$ cat src/rtl/sm_pkg.sv
package sm_pkg;
  typedef enum logic [1:0] {
    OP_SPEC  = 2'b00,
    OP_WRITE = 2'b01,
    OP_READ  = 2'b10,
    OP_ERASE = 2'b11
  } op_e;

  typedef enum logic [1:0] {
    SUB_WDIS = 2'b00,
    SUB_WALL = 2'b01,
    SUB_EALL = 2'b10,
    SUB_WEN  = 2'b11
  } sub_e;

  typedef enum logic [2:0] {
    MC_NONE, MC_WORD, MC_ALL, MC_ERASE_WORD, MC_ERASE_ALL
  } mcmd_e;

  typedef enum logic [2:0] {
    ST_HUNT, ST_OPC, ST_ADDR, ST_DATA, ST_READ, ST_DONE
  } st_e;
endpackage

$ cat src/rtl/sm_pin_sync.sv
module sm_pin_sync #(
  parameter int SYNC_STAGES = 2
) (
  input  logic clk,
  input  logic rst_n,
  input  logic sel,
  input  logic sclk,
  input  logic sdi,
  output logic sel_s,
  output logic sdi_s,
  output logic sk_rise
);
  logic [SYNC_STAGES-1:0] sel_p, sk_p, di_p;
  logic sk_last;

  genvar g;
  generate
    for (g = 0; g < SYNC_STAGES; g++) begin : g_stage
      if (g == 0) begin : g_first
        always_ff @(posedge clk or negedge rst_n) begin
          if (!rst_n) begin
            sel_p[0] <= 1'b0;
            sk_p[0]  <= 1'b0;
            di_p[0]  <= 1'b0;
          end else begin
            sel_p[0] <= sel;
            sk_p[0]  <= sclk;
            di_p[0]  <= sdi;
          end
        end
      end else begin : g_next
        always_ff @(posedge clk or negedge rst_n) begin
          if (!rst_n) begin
            sel_p[g] <= 1'b0;
            sk_p[g]  <= 1'b0;
            di_p[g]  <= 1'b0;
          end else begin
            sel_p[g] <= sel_p[g-1];
            sk_p[g]  <= sk_p[g-1];
            di_p[g]  <= di_p[g-1];
          end
        end
      end
    end
  endgenerate

  always_ff @(posedge clk or negedge rst_n) begin
    if (!rst_n) sk_last <= 1'b0;
    else        sk_last <= sk_p[SYNC_STAGES-1];
  end

  assign sel_s   = sel_p[SYNC_STAGES-1];
  assign sdi_s   = di_p[SYNC_STAGES-1];
  assign sk_rise = sk_p[SYNC_STAGES-1] & ~sk_last;
endmodule

$ cat src/rtl/sm_wtimer.sv
module sm_wtimer #(
  parameter int CYCLES = 64
) (
  input  logic clk,
  input  logic rst_n,
  input  logic start,
  output logic busy
);
  localparam int CW = $clog2(CYCLES + 1);
  logic [CW-1:0] cnt;

  always_ff @(posedge clk or negedge rst_n) begin
    if (!rst_n)          cnt <= '0;
    else if (start)      cnt <= CW'(CYCLES);
    else if (cnt != '0)  cnt <= cnt - 1'b1;
  end

  assign busy = (cnt != '0);

  // a commit is only ever requested while no write cycle is running
  p_start_idle_r8: assert property (@(posedge clk) disable iff (!rst_n)
    start |-> !busy);

  // the busy window opens only on a requested commit
  p_busy_rise_r8: assert property (@(posedge clk) disable iff (!rst_n)
    $rose(busy) |-> $past(start));
endmodule

$ cat src/rtl/sm_array.sv
module sm_array
  import sm_pkg::*;
#(
  parameter int ADDR_W = 7,
  parameter int DATA_W = 16
) (
  input  logic              clk,
  input  logic              rst_n,
  input  logic              we,
  input  mcmd_e             op,
  input  logic [ADDR_W-1:0] waddr,
  input  logic [DATA_W-1:0] wdata,
  input  logic [ADDR_W-1:0] raddr,
  output logic [DATA_W-1:0] rdata
);
  localparam int DEPTH = 1 << ADDR_W;

  logic [DATA_W-1:0] mem_q [DEPTH];
  logic [DEPTH-1:0]  hit;

  genvar g;
  generate
    for (g = 0; g < DEPTH; g++) begin : g_hit
      assign hit[g] = (waddr == ADDR_W'(g));
    end
  endgenerate

  always_ff @(posedge clk or negedge rst_n) begin
    if (!rst_n) begin
      for (int i = 0; i < DEPTH; i++) mem_q[i] <= '1;
    end else if (we) begin
      for (int i = 0; i < DEPTH; i++) begin
        case (op)
          MC_WORD:       if (hit[i]) mem_q[i] <= wdata;
          MC_ERASE_WORD: if (hit[i]) mem_q[i] <= '1;
          MC_ALL:        mem_q[i] <= wdata;
          MC_ERASE_ALL:  mem_q[i] <= '1;
          default:       ;
        endcase
      end
    end
  end

  assign rdata = mem_q[raddr];
endmodule

$ cat src/rtl/sm_cmd_decode.sv
module sm_cmd_decode
  import sm_pkg::*;
#(
  parameter int ADDR_W = 7,
  parameter int DATA_W = 16
) (
  input  logic              clk,
  input  logic              rst_n,
  input  logic              sel_s,
  input  logic              sdi_s,
  input  logic              sk_rise,
  input  logic              busy,
  input  logic [DATA_W-1:0] rd_data,
  output logic [ADDR_W-1:0] rd_addr,
  output logic              mc_vld,
  output mcmd_e             mc_op,
  output logic [ADDR_W-1:0] mc_addr,
  output logic [DATA_W-1:0] mc_data,
  output logic              sdo,
  output logic              sdo_en
);
  localparam int AF_W  = ADDR_W + 1;
  localparam int MAXB  = (DATA_W > AF_W) ? DATA_W : AF_W;
  localparam int CNT_W = $clog2(MAXB + 1);
  localparam int RC_W  = $clog2(DATA_W);

  st_e               st;
  op_e               opc;
  logic [CNT_W-1:0]  cnt;
  logic [AF_W-1:0]   af, af_nx;
  logic [DATA_W-1:0] dsr, dsr_nx;
  logic [DATA_W-1:0] rsr;
  logic [RC_W-1:0]   rcnt;
  logic [ADDR_W-1:0] rptr;
  logic              dummy;
  logic              wen_q;
  sub_e              sub_nx;

  always_comb begin
    af_nx  = {af[AF_W-2:0], sdi_s};
    dsr_nx = {dsr[DATA_W-2:0], sdi_s};
    sub_nx = sub_e'(af_nx[AF_W-1 -: 2]);
  end

  always_ff @(posedge clk or negedge rst_n) begin
    if (!rst_n) begin
      st      <= ST_HUNT;
      opc     <= OP_SPEC;
      cnt     <= '0;
      af      <= '0;
      dsr     <= '0;
      rsr     <= '0;
      rcnt    <= '0;
      rptr    <= '0;
      dummy   <= 1'b0;
      wen_q   <= 1'b0;
      mc_vld  <= 1'b0;
      mc_op   <= MC_NONE;
      mc_addr <= '0;
      mc_data <= '0;
    end else begin
      mc_vld <= 1'b0;
      if (!sel_s) begin
        st  <= ST_HUNT;
        cnt <= '0;
      end else if (sk_rise) begin
        case (st)
          ST_HUNT: begin
            if (busy)       st <= ST_DONE;
            else if (sdi_s) begin
              st  <= ST_OPC;
              cnt <= '0;
            end
          end
          ST_OPC: begin
            opc <= op_e'({opc[0], sdi_s});
            if (cnt == CNT_W'(1)) begin
              st  <= ST_ADDR;
              cnt <= '0;
            end else begin
              cnt <= cnt + 1'b1;
            end
          end
          ST_ADDR: begin
            af <= af_nx;
            if (cnt == CNT_W'(AF_W - 1)) begin
              cnt     <= '0;
              mc_addr <= af_nx[ADDR_W-1:0];
              case (opc)
                OP_READ: begin
                  st    <= ST_READ;
                  rptr  <= af_nx[ADDR_W-1:0];
                  dummy <= 1'b1;
                  rcnt  <= '0;
                end
                OP_WRITE: st <= ST_DATA;
                OP_ERASE: begin
                  st <= ST_DONE;
                  if (wen_q) begin
                    mc_vld <= 1'b1;
                    mc_op  <= MC_ERASE_WORD;
                  end
                end
                default: begin
                  case (sub_nx)
                    SUB_WEN:  begin wen_q <= 1'b1; st <= ST_DONE; end
                    SUB_WDIS: begin wen_q <= 1'b0; st <= ST_DONE; end
                    SUB_WALL: st <= ST_DATA;
                    default: begin
                      st <= ST_DONE;
                      if (wen_q) begin
                        mc_vld <= 1'b1;
                        mc_op  <= MC_ERASE_ALL;
                      end
                    end
                  endcase
                end
              endcase
            end else begin
              cnt <= cnt + 1'b1;
            end
          end
          ST_DATA: begin
            dsr <= dsr_nx;
            if (cnt == CNT_W'(DATA_W - 1)) begin
              cnt <= '0;
              st  <= ST_DONE;
              if (wen_q) begin
                mc_vld  <= 1'b1;
                mc_op   <= (opc == OP_WRITE) ? MC_WORD : MC_ALL;
                mc_data <= dsr_nx;
              end
            end else begin
              cnt <= cnt + 1'b1;
            end
          end
          ST_READ: begin
            if (dummy || rcnt == RC_W'(DATA_W - 1)) begin
              rsr   <= rd_data;
              rptr  <= rptr + 1'b1;
              rcnt  <= '0;
              dummy <= 1'b0;
            end else begin
              rsr  <= {rsr[DATA_W-2:0], 1'b0};
              rcnt <= rcnt + 1'b1;
            end
          end
          default: ;
        endcase
      end
    end
  end

  assign rd_addr = rptr;
  assign sdo     = (st == ST_READ && !dummy) ? rsr[DATA_W-1] : 1'b0;
  assign sdo_en  = (st == ST_READ) && sel_s;

  // no memory change is requested while the write timer is running
  p_commit_idle_r8: assert property (@(posedge clk) disable iff (!rst_n)
    mc_vld |-> !busy);
endmodule

$ cat src/rtl/sm_serial_mem.sv
module sm_serial_mem
  import sm_pkg::*;
#(
  parameter int ADDR_W      = 7,
  parameter int DATA_W      = 16,
  parameter int WR_CYCLES   = 64,
  parameter int SYNC_STAGES = 2
) (
  input  logic clk,
  input  logic rst_n,
  input  logic sel,
  input  logic sclk,
  input  logic sdi,
  output logic sdo,
  output logic sdo_en
);
  logic              sel_s, sdi_s, sk_rise, busy, mc_vld;
  mcmd_e             mc_op;
  logic [ADDR_W-1:0] mc_addr, rd_addr;
  logic [DATA_W-1:0] mc_data, rd_data;

  sm_pin_sync #(.SYNC_STAGES(SYNC_STAGES)) u_sync (
    .clk(clk), .rst_n(rst_n), .sel(sel), .sclk(sclk), .sdi(sdi),
    .sel_s(sel_s), .sdi_s(sdi_s), .sk_rise(sk_rise)
  );

  sm_cmd_decode #(.ADDR_W(ADDR_W), .DATA_W(DATA_W)) u_dec (
    .clk(clk), .rst_n(rst_n), .sel_s(sel_s), .sdi_s(sdi_s),
    .sk_rise(sk_rise), .busy(busy), .rd_data(rd_data), .rd_addr(rd_addr),
    .mc_vld(mc_vld), .mc_op(mc_op), .mc_addr(mc_addr), .mc_data(mc_data),
    .sdo(sdo), .sdo_en(sdo_en)
  );

  sm_wtimer #(.CYCLES(WR_CYCLES)) u_tmr (
    .clk(clk), .rst_n(rst_n), .start(mc_vld), .busy(busy)
  );

  sm_array #(.ADDR_W(ADDR_W), .DATA_W(DATA_W)) u_mem (
    .clk(clk), .rst_n(rst_n), .we(mc_vld), .op(mc_op), .waddr(mc_addr),
    .wdata(mc_data), .raddr(rd_addr), .rdata(rd_data)
  );

  // output enable drops once select has been low for two samples
  generate
    if (SYNC_STAGES <= 2) begin : g_oe_chk
      p_oe_release_r10: assert property (@(posedge clk) disable iff (!rst_n)
        (!sel && $past(!sel)) |=> !sdo_en);
    end
  endgenerate
endmodule

$ cat config.mk
export PLATFORM = sky130hd
export DESIGN_NAME = sm_serial_mem
export DESIGN_NICKNAME = d
export VERILOG_FILES = /design/src/rtl/sm_pkg.sv /design/src/rtl/sm_pin_sync.sv /design/src/rtl/sm_wtimer.sv /design/src/rtl/sm_array.sv /design/src/rtl/sm_cmd_decode.sv /design/src/rtl/sm_serial_mem.sv
export SDC_FILE = /design/constraint.sdc
export NUM_CORES = 2
export LEC_CHECK = 0
export BUFFER_PORTS_ARGS = -buffer_cell sky130_fd_sc_hd__buf_2
export CELL_PAD_IN_SITES_DETAIL_PLACEMENT = 1
export CELL_PAD_IN_SITES_GLOBAL_PLACEMENT = 2
export CORE_ASPECT_RATIO = 0.9
export CORE_MARGIN = 5
export CORE_UTILIZATION = 45
export CTS_BUF_LIST = sky130_fd_sc_hd__clkbuf_8
export DETAILED_ROUTE_END_ITERATION = 10
export MAX_ROUTING_LAYER = met4
export PLACE_DENSITY = 0.89
export SLEW_MARGIN = 20
export SYNTH_ARGS = -nofsm -noshare
export SYNTH_HDL_FRONTEND = slang
export SYNTH_SLANG_ARGS = --single-unit
$ cat constraint.sdc
create_clock -name clk -period 3 [get_ports clk]
set_input_delay 0.3 -clock clk [delete_from_list [all_inputs] [get_ports clk]]
set_output_delay 0.3 -clock clk [all_outputs]
set_load 0.05 [all_outputs]
==> results_dict.tcl <==
set metrics [dict create \
    fillers 22600 \
    yosysWarnings 0 \
    worstPathMaxFanout 7 \
    routed_via_density 5.99 \
    ys.flop_type "dfstp_2" \
    worstPathRequired_ns 3.90 \
    worstSetupStartpointType "flip-flop" \
    drt-initial-drc-count 5899 \
    fin_worst_skew_ns 0.115 \
    violations "negative setup slack" \
    drtAntennaViolNets 0 \
    synth_top_area_cell "dfstp_2" \
    clockBufferDepth 4 \
    relSlewSlack_pct 37.3 \
    max_freq_mhz 326 \
    syn_area_um2 97100 \
    min_period_ns 3.07 \
    drc 0 \
    cts_tree "done" \
    die_h_um 451 \
    netlist.area_leader.share_pct 55.4 \
    setup_viol 10 \
    insertion_delay_ns 1.09 \
    drt_pass1_iterations 5 \
    cpLargestDelayFamily "multiplexers" \
    critical_path.max_stage_delay_ns 0.51 \
    fp.dieW_um 500 \
    crit_path_top_delay_cell "mux4_2" \
    numPortBuffers 6 \
    crit_type "reg2reg" \
    register_area_um2 56400 \
    synth_edf_count 0 \
    final_cell_mix "2048 x dfstp_2, 1575 x a21oi_1, 1443 x nor2_1" \
    syn_avg_cell_area_um2 10.9 \
    overflow 0 \
    powerDensity_nw_per_um2 517 \
    synth_cell_type_count 68 \
    antenna_found_initial 3 \
    grt_pass1_wl_um 487000 \
    die_area_um2 225000 \
    drv_slew 0 \
    cts_htree_levels 5 \
    fp.coreArea_um2 214000 \
    cts_inserted_buffers 371 \
    dp_cells 11400 \
    rsz0062_at_grt "true" \
    irDropWorstVdd_uv 402 \
    start_util_pct 45.3 \
    wl_per_cell_um 26.1 \
    async_reset_ff_share_pct 100 \
    grt_use_total_pct 28.7 \
    num_rows 161 \
    finalPower_uw 58000 \
    fin_nets 9037 \
    maxCapViolations 0 \
    final_common_cell "dfstp_2" \
    synth.area.top_cells "dfstp_2 55%, mux4_2 10%, a21oi_1 8.1%" \
    timing_hold_violations_final 0 \
    ys_seq_area_share_pct 58.0 \
    grt_max_degree 123 \
    place.gp.congestion 0.891 \
    via_count 72800 \
    hold_path.class "in2async" \
    worst-path-buf-inv 4 \
    cp-end-kind "flip-flop" \
    setup_ws_ns -0.0658 \
    ys_seq_elements 2150 \
    synthCells 8880 \
    synth_fp_nets 8899 \
    final_cells 12200 \
    status "finished, violations left" \
    multi_input_area_um2 37800 \
    drive_above_1_share_pct 42.2 \
    routed_wl_um 317000 \
    crit_chain "buf_12, buf_16, buf_12, mux4_2, mux4_2, nor2b_4, nor4_4, a311oi_4, buf_4, a211oi_1" \
    grt_pass1_vias 78900 \
    power.leakage_uw 0.0419 \
    worstMarginPinSlew_ns 0.933 \
    root_buffer "clkbuf_8" \
    ios 7 \
    clkTransAtPathRegs_ns 0.07 \
    dpl.hpwl_um 201000 \
    timing.final.crit_share_pct 102 \
    layout-area-overhead-vs-synth_pct 15.5 \
    worstPathArrival_ns 3.96 \
    clock-sinks 2150 \
]
## area by class of cell
class                           instances  share of cell area, %
Clock buffer                          473                   5.80
Timing Repair Buffer                  637                   6.06
Inverter                               11                 0.0368
Sequential cell                      2150                   50.3
Tap cell                             2852                   3.18
Antenna cell                            6                 0.0134
Multi-Input combinational cell       5847                   33.7
Clock inverter                        179                  0.925
## power breakdown
part           internal, uW  switching, uW
Sequential            29200           27.4
Clock                 15000          12300
Combinational           426           1040
## per-layer routing
layer | GRT usage [%] | share of wire, % | vias to the layer above
met5 | - | 0 | -
met4 | 9.62 | 3.3 | 0
met3 | 4.80 | 6.1 | 630
met2 | 45.7 | 48 | 2196
met1 | 37.5 | 43 | 38700
li1 | - | - | 31300
## timing repair
action | 4_1_cts | 5_1_grt
setup endpoints to repair | 17 | 17
resized for setup | 85 | 42
buffers inserted | 16 | 27
hold endpoints to repair | 459 | 0
pin swaps | 4 | 12
hold buffers | 8 | 0
cloned | 1 | 3
## Yosys cell counts (6+ instances only)
cell type	instances
dfstp_2	2048
a21oi_1	1577
nor2_1	1553
nand2_1	751
clkbuf_1	725
o21ai_0	698
mux4_2	449
mux2i_1	242
a22oi_1	107
dfrtp_1	102
nor2b_1	59
mux2_2	52
nand3_1	51
buf_2	50
buf_4	49
a211oi_1	46
nor3_1	33
o22ai_1	33
o2111ai_1	31
buf_1	23
buf_6	20
nor4_1	17
a311oi_1	16
ha_1	14
inv_1	11
nand2b_1	11
and2_1	8
nor3b_1	8
or2_2	8
a21boi_0	7
a22o_1	6
nand3b_1	6
## worst register-to-register path, stage by stage (launching register included)
cell,delay (ns)
dfrtp_4,0.43
buf_12,0.16
buf_16,0.17
buf_12,0.14
mux4_2,0.50
mux4_2,0.51
nor2b_4,0.20
nor4_4,0.11
a311oi_4,0.44
buf_4,0.18
a211oi_1,0.04
## sequential cells by signal, summed over array words and instances, names as in the netlist, 4 cells and up
signal / flops
u_dec.cnt: 5
u_tmr.cnt: 7
u_dec.mc_data: 16
u_dec.rd_addr: 7
u_dec.rsr: 16
u_mem.mem_q: 2048
u_dec.rcnt: 4
u_dec.mc_addr: 7
u_dec.af: 7
u_dec.dsr: 15
## kinds of logic after synthesis
logic type	share of synthesized area (%)
multiplexers	13.5
adder cells (fa/ha/maj)	0.180
flip-flops	58.0
AND/OR/NAND/NOR	10.4
buffers and inverters	3.88
XOR/XNOR	0.0541
AO/OA/AOI/OAI	14.0
## worst paths after layout
kind	cells after the start	start	endpoint	slack [ns]
worst max register to register	10	u_dec.rd_addr[0]$_DFFE_PN0P_	u_dec.rsr[9]$_DFFE_PN0P_	-0.07
worst min register to register	0	u_sync.sk_p[0]$_DFF_PN0_	u_sync.sk_p[1]$_DFF_PN0_	0.35
worst max-delay path	10	u_dec.rd_addr[0]$_DFFE_PN0P_	u_dec.rsr[9]$_DFFE_PN0P_	-0.07
min in group clk	0	u_sync.sk_p[0]$_DFF_PN0_	u_sync.sk_p[1]$_DFF_PN0_	0.35
worst min-delay path	2	rst_n	u_mem.mem_q[1011]$_DFFE_PN1P_	0.15
max in group asynchronous	3	rst_n	u_mem.mem_q[1455]$_DFFE_PN1P_	1.88
## through the flow
| step | cell area, um2 | TNS [ns] | util (%) | worst slack, ns | hold WS [ns] |
|---|---|---|---|---|---|
| 2_1_floorplan | 97100 | 0 | - | 0.316 | 0.00441 |
| 3_3_place_gp | 103000 | -4.73 | 48.3 | -0.563 | 0.315 |
| 3_5_place_dp | 103000 | -4.63 | 48.3 | -0.561 | 0.314 |
| 4_1_cts | 112000 | -0.114 | 52.1 | -0.0569 | 0.101 |
| 5_1_grt | 112000 | -0.550 | 52.3 | -0.0744 | 0.138 |
| 6_report | 112000 | -0.353 | 52.3 | -0.0658 | 0.146 |
No activity file was read; power rests on OpenSTA's default activity.
